$ cat src/rtl/sic_pkg.sv
package sic_pkg;
  typedef enum logic [1:0] {
    ST_IDLE = 2'd0,
    ST_FILL = 2'd1,
    ST_BYP  = 2'd2
  } sic_state_e;
endpackage

$ cat src/rtl/sic_ret_pipe.sv
// Tracks when a read issued to program memory comes back.
module sic_ret_pipe #(
  parameter int LAT = 2
) (
  input  logic clk,
  input  logic rst_n,
  input  logic req_in,
  output logic ret_out
);
  logic [LAT-1:0] sh_q;
  logic [LAT-1:0] sh_d;

  generate
    if (LAT == 1) begin : g_one
      always_comb sh_d = req_in;
    end else begin : g_many
      always_comb sh_d = {sh_q[LAT-2:0], req_in};
    end
  endgenerate

  always_ff @(posedge clk or negedge rst_n) begin
    if (!rst_n) sh_q <= '0;
    else        sh_q <= sh_d;
  end

  assign ret_out = sh_q[LAT-1];
endmodule

$ cat src/rtl/sic_match.sv
// Parallel tag compare across all sectors.
module sic_match #(
  parameter int NUM_SECT = 4,
  parameter int TAG_W    = 8,
  localparam int IDX_W   = $clog2(NUM_SECT)
) (
  input  logic [NUM_SECT-1:0][TAG_W-1:0] tags,
  input  logic [NUM_SECT-1:0]            valid,
  input  logic [TAG_W-1:0]               probe,
  output logic                           hit,
  output logic [IDX_W-1:0]               hit_idx
);
  logic [NUM_SECT-1:0] eq;

  generate
    for (genvar g = 0; g < NUM_SECT; g++) begin : g_cmp
      assign eq[g] = valid[g] && (tags[g] == probe);
    end
  endgenerate

  always_comb begin
    hit_idx = '0;
    for (int i = 0; i < NUM_SECT; i++) begin
      if (eq[i]) hit_idx = IDX_W'(i);
    end
  end

  assign hit = |eq;
endmodule

$ cat src/rtl/sic_lru.sv
// Recency ranks per sector (0 = most recent) and victim selection.
module sic_lru #(
  parameter int NUM_SECT = 4,
  localparam int IDX_W   = $clog2(NUM_SECT)
) (
  input  logic                clk,
  input  logic                rst_n,
  input  logic                touch,
  input  logic [IDX_W-1:0]    touch_idx,
  input  logic [NUM_SECT-1:0] valid,
  output logic [IDX_W-1:0]    victim
);
  logic [NUM_SECT-1:0][IDX_W-1:0] rank_q;
  logic [NUM_SECT-1:0][IDX_W-1:0] rank_d;
  logic                           found;

  always_comb begin
    for (int i = 0; i < NUM_SECT; i++) begin
      if (IDX_W'(i) == touch_idx)                rank_d[i] = '0;
      else if (rank_q[i] < rank_q[touch_idx])    rank_d[i] = rank_q[i] + IDX_W'(1);
      else                                       rank_d[i] = rank_q[i];
    end
  end

  always_comb begin
    victim = '0;
    found  = 1'b0;
    for (int i = 0; i < NUM_SECT; i++) begin
      if (!valid[i] && !found) begin
        victim = IDX_W'(i);
        found  = 1'b1;
      end
    end
    if (!found) begin
      for (int i = 0; i < NUM_SECT; i++) begin
        if (rank_q[i] == IDX_W'(NUM_SECT - 1)) victim = IDX_W'(i);
      end
    end
  end

  always_ff @(posedge clk or negedge rst_n) begin
    if (!rst_n) begin
      for (int i = 0; i < NUM_SECT; i++) rank_q[i] <= IDX_W'(i);
    end else if (touch) begin
      rank_q <= rank_d;
    end
  end
endmodule

$ cat src/rtl/sector_icache.sv
module sector_icache
  import sic_pkg::*;
#(
  parameter int ADDR_W     = 10,
  parameter int DATA_W     = 16,
  parameter int SECT_WORDS = 4,
  parameter int NUM_SECT   = 4,
  parameter int MEM_LAT    = 2
) (
  input  logic              clk,
  input  logic              rst_n,
  input  logic              fetch_req,
  input  logic [ADDR_W-1:0] fetch_addr,
  output logic              fetch_ready,
  output logic [DATA_W-1:0] fetch_data,
  output logic              mem_req,
  output logic [ADDR_W-1:0] mem_addr,
  input  logic [DATA_W-1:0] mem_rdata,
  input  logic              lock_en,
  input  logic              cache_off,
  input  logic              flush
);
  localparam int OFF_W = $clog2(SECT_WORDS);
  localparam int TAG_W = ADDR_W - OFF_W;
  localparam int IDX_W = $clog2(NUM_SECT);
  localparam logic [OFF_W-1:0] LAST_OFF = OFF_W'(SECT_WORDS - 1);

  sic_state_e                     state_q, state_d;
  logic [NUM_SECT-1:0]            valid_q, valid_d;
  logic [NUM_SECT-1:0][TAG_W-1:0] tag_q;
  logic [DATA_W-1:0]              data_q [NUM_SECT][SECT_WORDS];
  logic [IDX_W-1:0]               vict_q;
  logic [OFF_W-1:0]               iss_q, iss_d;
  logic [OFF_W-1:0]               ret_q, ret_d;
  logic                           busy_q, busy_d;
  logic                           served_q, served_d;
  logic                           void_q, void_d;

  logic [TAG_W-1:0] f_tag;
  logic [OFF_W-1:0] f_off;
  logic             hit;
  logic [IDX_W-1:0] hit_idx;
  logic [IDX_W-1:0] victim;
  logic             ret_valid;
  logic             start;
  logic             fill_done;
  logic             install;
  logic             touch;
  logic [IDX_W-1:0] touch_idx;

  assign f_tag = fetch_addr[ADDR_W-1:OFF_W];
  assign f_off = fetch_addr[OFF_W-1:0];

  sic_match #(.NUM_SECT(NUM_SECT), .TAG_W(TAG_W)) u_match (
    .tags(tag_q), .valid(valid_q), .probe(f_tag), .hit(hit), .hit_idx(hit_idx)
  );

  sic_lru #(.NUM_SECT(NUM_SECT)) u_lru (
    .clk(clk), .rst_n(rst_n), .touch(touch), .touch_idx(touch_idx),
    .valid(valid_q), .victim(victim)
  );

  sic_ret_pipe #(.LAT(MEM_LAT)) u_ret (
    .clk(clk), .rst_n(rst_n), .req_in(mem_req), .ret_out(ret_valid)
  );

  // Control: decide hit / fill / bypass and sequence the sector read.
  always_comb begin
    state_d     = state_q;
    iss_d       = iss_q;
    ret_d       = ret_q;
    busy_d      = busy_q;
    served_d    = served_q;
    void_d      = void_q | flush;
    mem_req     = 1'b0;
    mem_addr    = fetch_addr;
    fetch_ready = 1'b0;
    fetch_data  = data_q[hit_idx][f_off];
    start       = 1'b0;
    fill_done   = 1'b0;
    install     = 1'b0;
    touch       = 1'b0;
    touch_idx   = hit_idx;
    unique case (state_q)
      ST_IDLE: begin
        if (fetch_req) begin
          if (cache_off || (!hit && lock_en)) begin
            mem_req = 1'b1;
            state_d = ST_BYP;
          end else if (hit) begin
            fetch_ready = 1'b1;
            touch       = 1'b1;
          end else begin
            mem_req  = 1'b1;
            mem_addr = {f_tag, OFF_W'(0)};
            start    = 1'b1;
            state_d  = ST_FILL;
            iss_d    = OFF_W'(1);
            busy_d   = 1'b1;
            ret_d    = '0;
            served_d = 1'b0;
            void_d   = flush;
          end
        end
      end
      ST_FILL: begin
        mem_req  = busy_q;
        mem_addr = {tag_q[vict_q], iss_q};
        if (busy_q) begin
          iss_d = iss_q + OFF_W'(1);
          if (iss_q == LAST_OFF) busy_d = 1'b0;
        end
        if (ret_valid) begin
          ret_d = ret_q + OFF_W'(1);
          if (!served_q && fetch_req && (fetch_addr == {tag_q[vict_q], ret_q})) begin
            fetch_ready = 1'b1;
            fetch_data  = mem_rdata;
            served_d    = 1'b1;
          end
          if (ret_q == LAST_OFF) begin
            fill_done = 1'b1;
            state_d   = ST_IDLE;
            // a flush seen during the fill leaves the sector invalid
            install   = !void_q && !flush;
            touch     = install;
            touch_idx = vict_q;
          end
        end
      end
      ST_BYP: begin
        if (ret_valid) begin
          fetch_ready = fetch_req;
          fetch_data  = mem_rdata;
          state_d     = ST_IDLE;
        end
      end
      default: state_d = ST_IDLE;
    endcase
  end

  always_comb begin
    valid_d = valid_q;
    if (start)   valid_d[victim] = 1'b0;
    if (install) valid_d[vict_q] = 1'b1;
    if (flush)   valid_d = '0;
  end

  always_ff @(posedge clk or negedge rst_n) begin
    if (!rst_n) begin
      state_q  <= ST_IDLE;
      valid_q  <= '0;
      vict_q   <= '0;
      iss_q    <= '0;
      ret_q    <= '0;
      busy_q   <= 1'b0;
      served_q <= 1'b0;
      void_q   <= 1'b0;
    end else begin
      state_q  <= state_d;
      valid_q  <= valid_d;
      iss_q    <= iss_d;
      ret_q    <= ret_d;
      busy_q   <= busy_d;
      served_q <= served_d;
      void_q   <= void_d;
      if (start) vict_q <= victim;
    end
  end

  always_ff @(posedge clk) begin
    if (start) tag_q[victim] <= f_tag;
  end

  always_ff @(posedge clk) begin
    if (state_q == ST_FILL && ret_valid) data_q[vict_q][ret_q] <= mem_rdata;
  end
endmodule

$ cat config.mk
export PLATFORM = sky130hd
export DESIGN_NAME = sector_icache
export DESIGN_NICKNAME = d
export VERILOG_FILES = /design/src/rtl/sic_pkg.sv /design/src/rtl/sic_ret_pipe.sv /design/src/rtl/sic_match.sv /design/src/rtl/sic_lru.sv /design/src/rtl/sector_icache.sv
export SDC_FILE = /design/constraint.sdc
export NUM_CORES = 1
export LEC_CHECK = 0
export BUFFER_PORTS_ARGS = -buffer_cell sky130_fd_sc_hd__clkbuf_2
export CELL_PAD_IN_SITES_DETAIL_PLACEMENT = 1
export CELL_PAD_IN_SITES_GLOBAL_PLACEMENT = 1
export CORE_ASPECT_RATIO = 1.5
export CORE_MARGIN = 4
export CORE_UTILIZATION = 30
export CTS_CLUSTER_DIAMETER = 40
export CTS_CLUSTER_SIZE = 16
export DETAILED_ROUTE_END_ITERATION = 16
export PLACE_DENSITY_LB_ADDON = 0.1
export SLEW_MARGIN = 20
export SYNTH_ARGS = -nofsm -noshare
export SYNTH_HDL_FRONTEND = slang
export SYNTH_SLANG_ARGS = --single-unit
$ cat constraint.sdc
create_clock -name clk -period 4.2 [get_ports clk]
set_input_delay 0.63 -clock clk [delete_from_list [all_inputs] [get_ports clk]]
set_output_delay 0.63 -clock clk [all_outputs]
set_load 0.02 [all_outputs]
# ---- Yosys cells after proc, flatten, opt, wreduce, memory -nomap -nowiden
# Memories as Yosys holds them, arrays and structs flattened.
# Index checks and enable logic that the tools add are counted.
dict set report op_classes {
  add_sub_neg 6
  n_lt_le_gt_ge 12
  n_eq_ne 25
  muxes 105
  n_bitwise 6
  reduce_logical 42
}
# op count
set op_table {}
lappend op_table {{16-bit two-way mux} 6}
lappend op_table {{2-bit two-way mux} 37}
lappend op_table {{64-bit two-way mux} 1}
lappend op_table {{1-bit two-way mux} 38}
lappend op_table {{16-bit binary-select mux with 2-bit select} 1}
lappend op_table {{32-bit bitwise mux} 1}
lappend op_table {{16-bit demux with 2-bit select} 1}
lappend op_table {{8-bit equality test} 4}
lappend op_table {{16-bit one-hot mux with 2 select lines} 1}
lappend op_table {{10-bit one-hot mux with 2 select lines} 1}
lappend op_table {{8-bit binary-select mux with 2-bit select} 1}
lappend op_table {{8-bit demux with 2-bit select} 1}
lappend op_table {{8-bit two-way mux} 2}
lappend op_table {{1-bit logical AND} 15}
lappend op_table {{5-bit AND reduction} 3}
lappend op_table {{2-bit equality test (second input constant)} 7}
lappend op_table {{2-bit by 1-bit adder with 2-bit output (second input constant)} 6}
lappend op_table {{4-bit two-way mux} 3}
lappend op_table {{2-bit != test (second input constant)} 6}
lappend op_table {{10-bit equality test} 1}
lappend op_table {{2-bit nonzero test} 5}
lappend op_table {{1-bit logical NOT} 9}
lappend op_table {{2-bit by 3-bit less-than comparator with 1-bit output (second input constant)} 3}
lappend op_table {{2-bit less-than comparator} 4}
lappend op_table {{25 further kinds} 39}
dict set report totals {
  regBits 57
  ram_bits 256
  input_bits 32
  out_inout_bits 28
  wordCells 214
  mem_count 1
}
# memory words word_bits rd rd_ports_with_merged_regs wr line_no
set mem_list {}
lappend mem_list {data_q 4 64 1 0 1 sector_icache.sv:31} ;# logic [DATA_W-1:0] data_q [NUM_SECT][SECT_WORDS];

# ---- Depth between registers and ports, before layout
dict set report logic_depth {
  word_depth 24
  mapped_depth 13
  depth_no_buf 10
}

# ---- Cells and area by module
# Synthesis repeated with hierarchy kept, for this count alone.
dict set report unflattened {
  cells_unflattened 753
  hier_area_um2 13534.2
}
# module n_inst cells_per_inst area_each_um2 seq_area_each_um2
set by_module_without_submodules {}
lappend by_module_without_submodules {sector_icache 1 611 12295.5 9023.7}
lappend by_module_without_submodules {sic_lru 1 91 814.5 205.2}
lappend by_module_without_submodules {sic_match 1 49 374.1 0.0}
lappend by_module_without_submodules {sic_ret_pipe 1 2 50.0 50.0}

# ---- Worst setup path before layout
# Ideal clock, no wire load.
dict set report synth_timing {
  path_type {flip-flop to flip-flop}
  from {register state_q[1]}
  to {register u_lru.rank_q[2] in the netlist's numbering}
  setup_time_ns 0.105
  t_arrival_ns 3.421
  required_time_ns 4.095
  setup_slack_ns 0.673
  stages_incl_launch_ff 12
  path_buffers 1
  period_less_slack_ns 3.527
  path_cell_list {dfrtp_1 -> inv_1 -> ha_1 -> buf_2 -> and2_1 -> nand2_1 -> nor3_1 -> a41oi_2 -> nor2_2 -> nor2_1 -> a31o_1 -> a222oi_1}
}
dict set report synth_between {
  elab_chain_cells 7
  word_cells_on_any_way 11
  classes_between {order compare: 1; eq/ne: 2; mux: 5; reduce/logical: 3}
}
# item line_no
set synth_rtl {}
lappend synth_rtl {{start: declaration} sector_icache.sv:28} ;# sic_state_e state_q, state_d;
lappend synth_rtl {{start signal: assignment} sector_icache.sv:159} ;# state_q <= state_d;
lappend synth_rtl {{2-bit by 1-bit equality test with 1-bit output} sector_icache.sv:84} ;# unique case (state_q)
lappend synth_rtl {{2-bit two-way mux} sector_icache.sv:84}
lappend synth_rtl {{2-bit binary-select mux with 2-bit select} sic_lru.sv:20} ;# else if (rank_q[i] < rank_q[touch_idx]) rank_d[i] = rank_q[i] + IDX_W'(1);
lappend synth_rtl {{2-bit two-way mux (not written as such)} sic_lru.sv:20}
lappend synth_rtl {{2-bit less-than comparator} sic_lru.sv:20}
lappend synth_rtl {{2-bit nonzero test (no source line)} -}
lappend synth_rtl {{2-bit AND reduction (no source line)} -}
lappend synth_rtl {{end signal: assignment} sic_lru.sv:45} ;# rank_q <= rank_d;
lappend synth_rtl {{end: declaration} sic_lru.sv:13} ;# logic [NUM_SECT-1:0][IDX_W-1:0] rank_q;
# Parallel ways exist; a longest one is shown, timed or not. The select of a mux whose other input is x is not followed.
# A chain may end at the register's enable or synchronous reset.

# ---- Worst setup path in the final report
dict set report layout_timing {
  from {register vict_q[1]}
  to {output port fetch_data[4]}
}
dict set report layout_between {
  elab_chain_cells 7
}
# item line_no
set layout_rtl {}
lappend layout_rtl {{start: declaration} sector_icache.sv:32} ;# logic [IDX_W-1:0] vict_q;
lappend layout_rtl {{start signal: assignment} sector_icache.sv:166} ;# if (start) vict_q <= victim;
lappend layout_rtl {{8-bit binary-select mux with 2-bit select} sector_icache.sv:115} ;# if (!served_q && fetch_req && (fetch_addr == {tag_q[vict_q], ret_q})) begin
lappend layout_rtl {{8-bit two-way mux (not written as such)} sector_icache.sv:115}
lappend layout_rtl {{10-bit equality test} sector_icache.sv:115}
lappend layout_rtl {{1-bit logical AND} sector_icache.sv:115}
lappend layout_rtl {{16-bit two-way mux} sector_icache.sv:115}
lappend layout_rtl {{16-bit two-way mux} sector_icache.sv:113} ;# if (ret_valid) begin
lappend layout_rtl {{16-bit one-hot mux with 2 select lines} sector_icache.sv:84}
lappend layout_rtl {{end: declaration} sector_icache.sv:15} ;# output logic [DATA_W-1:0] fetch_data,
# No other way between the ends. The select of a mux whose other input is x is not followed.

==> impl_results.rst <==
.. list-table::
   :header-rows: 1

   * - Metric
     - Value
   * - Worst slack at placement
     - roughly 240 ps
   * - R2R setup slack
     - 880 ps
   * - Number of flops mapped to enable cells by yosys
     - 288
   * - Post-route antenna net violation count
     - 0
   * - All-Layer GR Usage
     - 0.173
   * - Count of nets after finishing
     - 1134
   * - Antenna cell count
     - 0
   * - Die Span Y
     - between 200 and 300 microns
   * - Count leader, synth
     - sky130_fd_sc_hd__edfxtp_1
   * - Fraction of synthesized cell area in xor and xnor cells
     - 0.0284
   * - Register Area
     - 9280 sq um
   * - Leakage power
     - 5.65 nW
   * - Placed cell count
     - 1625
   * - CTS sink count
     - 313
   * - Drt initial violations
     - 421
   * - Period minus WS final
     - 4110 ps
   * - Residual DRC count
     - 0
   * - H-tree Lvls
     - 2
   * - Cell taking the most area after synthesis
     - sky130_fd_sc_hd__edfxtp_1
   * - Area of the multi-input gates
     - around 4200 sq um
   * - Mean routed wirelength per cell
     - between 20 and 30 microns
   * - Pwr/cell area
     - between 500 and 600 nW/um^2
   * - Half-perimeter wire length of the detailed placement result
     - 27000 microns
   * - Crit Path Max Fanout
     - 16
   * - Transition time at the pin with the least slew margin
     - 902 ps
   * - Layout Cells excl Fill
     - 1706
   * - Type of origin of the critical path
     - flip-flop
   * - Core area
     - 45000 sq um
   * - TritonCTS Buffers
     - 43
   * - Number of optimization iterations in the first detailed-route pass
     - 4
   * - Total number of vias
     - 8814
   * - Largest vdd supply drop
     - 295 uV
   * - Fraction of layout instances using a drive strength above 1
     - 0.230
   * - Unrepaired setup endpoints after global routing
     - yes
   * - Vias in the first global route
     - 9553
   * - Row cnt
     - 95
   * - Worst Setup End Kind
     - output pin
   * - Area growth from synthesis to layout
     - 21.5%
   * - Standard cell area after detailed placement
     - about 15000 sq um
   * - Gate count after technology mapping
     - 989
   * - Required arrival time at the worst endpoint
     - roughly 3600 ps
   * - Post-synth top cells
     - sky130_fd_sc_hd__edfxtp_1, sky130_fd_sc_hd__nand2_1, sky130_fd_sc_hd__a21oi_1
   * - Synthesized-area fraction occupied by ao, oa, aoi and oai cells
     - 0.127
   * - Largest cells by area after synthesis
     - sky130_fd_sc_hd__edfxtp_1, sky130_fd_sc_hd__mux2i_1, sky130_fd_sc_hd__dfrtp_1
   * - Root buf cell
     - sky130_fd_sc_hd__clkbuf_16
   * - TritonCTS clock tree
     - built
   * - Global-route wire length before repair
     - 63700 microns
   * - Final worst-path cycle share
     - 0.978
   * - Portion of the post-synthesis area used by sequential elements
     - 0.674
   * - Post-synthesis instance area
     - between 10000 and 15000 sq um
   * - Clock skew after layout
     - 28.2 ps
   * - Horizontal die dimension
     - 183 microns
   * - Min-delay worst type
     - input port to asynchronous set/reset pin
   * - Die Outline Area
     - just under 50000 sq um
   * - Deepest clock path buffer count
     - 3
   * - Largest family of logic cells by synthesized area
     - compound AO/OA/AOI/OAI gates
   * - Kind of critical path
     - flip-flop to output pin
   * - Worst reg2reg path startpoint
     - state_q[1]
   * - Effective utilization at floorplan
     - 0.306
   * - YS warnings
     - 0
   * - Post-route cell area
     - 16700 sq um
   * - Total grt overflow
     - 0
   * - Worst Setup Slack, final
     - ~94 ps
   * - Global placement routability congestion
     - 0.745
   * - Max capacitance violation total
     - 0
   * - Distinct cell type count after synthesis
     - 66
   * - Synth Area in Simple Gates
     - 0.0695
   * - Syn Nets
     - 1034
   * - CTS clk-pin slew, worst paths
     - 70 ps
   * - Later-pin clock latency in the skew report
     - 560 ps
   * - Total of buffers placed on input and output ports
     - 59
   * - Max-slew violations
     - 0
   * - Fraction of synthesized area in multiplexers
     - 0.0612
   * - End of the worst register-to-register path
     - u_lru.rank_q[6]
   * - Adder and majority cell fraction of the synthesized area
     - 0.0118
   * - Wire length after detailed routing
     - 42900 microns
   * - Share of the synthesized area in the top cell type
     - 0.628
   * - Ratio of routed vias to standard cells
     - 5.17
   * - Most used DFF post-synth
     - sky130_fd_sc_hd__edfxtp_1
   * - Worst Reg-to-Reg Cells
     - 10
   * - Launch point of the worst path
     - vict_q[1]
   * - CP Data Arrival Time
     - 3480 ps
   * - Achievable clock frequency
     - 0.244 GHz
   * - Pin count of the biggest net entering global routing
     - 66
   * - Antenna violations before repair
     - 1
   * - Final hold violation count
     - 0
   * - Core Util, Final
     - 0.371
   * - Count of fill cells added during filler insertion
     - 4679
   * - Result of the run
     - completed
   * - Number of top-level design ports
     - 60
   * - Max-Slew Margin vs Limit
     - 0.398
   * - Fraction of synthesis flops using an asynchronous set or reset pin
     - 0.0799
   * - Mean Syn Cell Area
     - 13.9 sq um
   * - Final setup viols
     - 0
   * - #FFs+latches synth
     - 313
==> area by class of cell <==
class                           instances  area share
Sequential cell                       313       0.555
Timing Repair Buffer                  124      0.0573
Clock buffer                           44      0.0646
Inverter                               15     0.00337
Multi-Input combinational cell        592       0.252
Tap cell                              582      0.0436
Clock inverter                         36      0.0240
==> metal layers <==
layer	track usage	up-vias	wire length, microns
li1	-	4054	-
met1	0.209	4540	17700
met2	0.321	162	23200
met3	0.0233	56	1170
met4	0.0435	2	894
met5	0	-	15
==> state kept, by name, summed over array words and instances, names as in the netlist <==
register / cells
u_ret.sh_q: 2
busy_q: 1
data_q: 256
ret_q: 2
iss_q: 2
tag_q: 32
vict_q: 2
state_q: 2
u_lru.rank_q: 8
valid_q: 4
void_q: 1
served_q: 1
==> placed cells by master, fill, tap and decap left out, types with 6 or more instances in the layout <==
cell,instances
sky130_fd_sc_hd__clkinv_2,7
sky130_fd_sc_hd__clkbuf_2,58
sky130_fd_sc_hd__dfrtp_1,20
sky130_fd_sc_hd__nand2b_1,11
sky130_fd_sc_hd__edfxtp_1,288
sky130_fd_sc_hd__nand4_1,6
sky130_fd_sc_hd__a21oi_1,68
sky130_fd_sc_hd__o21ai_0,63
sky130_fd_sc_hd__a211oi_1,32
sky130_fd_sc_hd__buf_12,14
sky130_fd_sc_hd__o211ai_1,16
sky130_fd_sc_hd__xor2_1,24
sky130_fd_sc_hd__xnor2_1,11
sky130_fd_sc_hd__mux2i_1,64
sky130_fd_sc_hd__nand2_1,83
sky130_fd_sc_hd__a31oi_1,23
sky130_fd_sc_hd__buf_4,51
sky130_fd_sc_hd__a221o_1,16
sky130_fd_sc_hd__inv_1,15
sky130_fd_sc_hd__a22o_1,11
sky130_fd_sc_hd__clkbuf_16,43
sky130_fd_sc_hd__nand3_1,7
sky130_fd_sc_hd__nor2_1,30
sky130_fd_sc_hd__xnor2_2,7
sky130_fd_sc_hd__inv_6,9
sky130_fd_sc_hd__nor2_2,14
sky130_fd_sc_hd__nor4_1,18
sky130_fd_sc_hd__mux4_2,8
sky130_fd_sc_hd__ha_1,13
==> what timing repair did <==
action                                  in CTS  in global routing
pin swaps                                    0                  2
buffers inserted                             0                  1
hold buffers                                 0                  0
gates resized for setup                      8                  4
endpoints found under the setup margin      16                 14
==> logic make-up (layout without fill, tap and decap cells) <==
family | Yosys count | in the layout
buf+inv | 84 | 219
xor+xnor | 42 | 42
mux | 74 | 74
simple gates | 199 | 199
compound gates | 264 | 264
flops | 313 | 313
fa+ha+maj | 13 | 13
==> how the worst max path moves through the flow <==
| stage | endpoint | slack, ps |
|---|---|---|
| after floorplan | u_lru.rank_q[2] | 670 |
| after global placement | fetch_data[2] | 240 |
| after global routing | fetch_data[4] | -90 |
| final | fetch_data[4] | 90 |
| after CTS | fetch_data[2] | -10 |
| after detailed placement | fetch_data[15] | 240 |
==> power breakdown <==
group / switching, W / total [W] / internal (W)
logic: 0.000855 / 0.00133 / 0.000474
registers: 0.0000590 / 0.00352 / 0.00346
clock network: 0.00153 / 0.00373 / 0.00220
==> critical path, cell delays in order (launching register included) <==
cell and delay [ps]:
sky130_fd_sc_hd__dfrtp_1 390, sky130_fd_sc_hd__buf_12 160, sky130_fd_sc_hd__mux4_2 530, sky130_fd_sc_hd__xor2_1 160
sky130_fd_sc_hd__buf_4 160, sky130_fd_sc_hd__nor4_4 300, sky130_fd_sc_hd__o21a_1 160, sky130_fd_sc_hd__o21a_4 160
sky130_fd_sc_hd__buf_12 180, sky130_fd_sc_hd__nor4_1 70, sky130_fd_sc_hd__buf_4 150, sky130_fd_sc_hd__a221o_1 310
sky130_fd_sc_hd__clkbuf_2 180
==> per-stage QoR <==
stage | setup TNS, ps | hold WS, ps | power, W
floorplan | 0 | 331 | 0.00429
global placement | 0 | 336 | 0.00486
detailed placement | 0 | 336 | 0.00486
CTS | -11.8 | 162 | 0.00869
global route | -134 | 194 | 0.00893
finish | 0 | 166 | 0.00858
(Power assumes the default switching activity.)
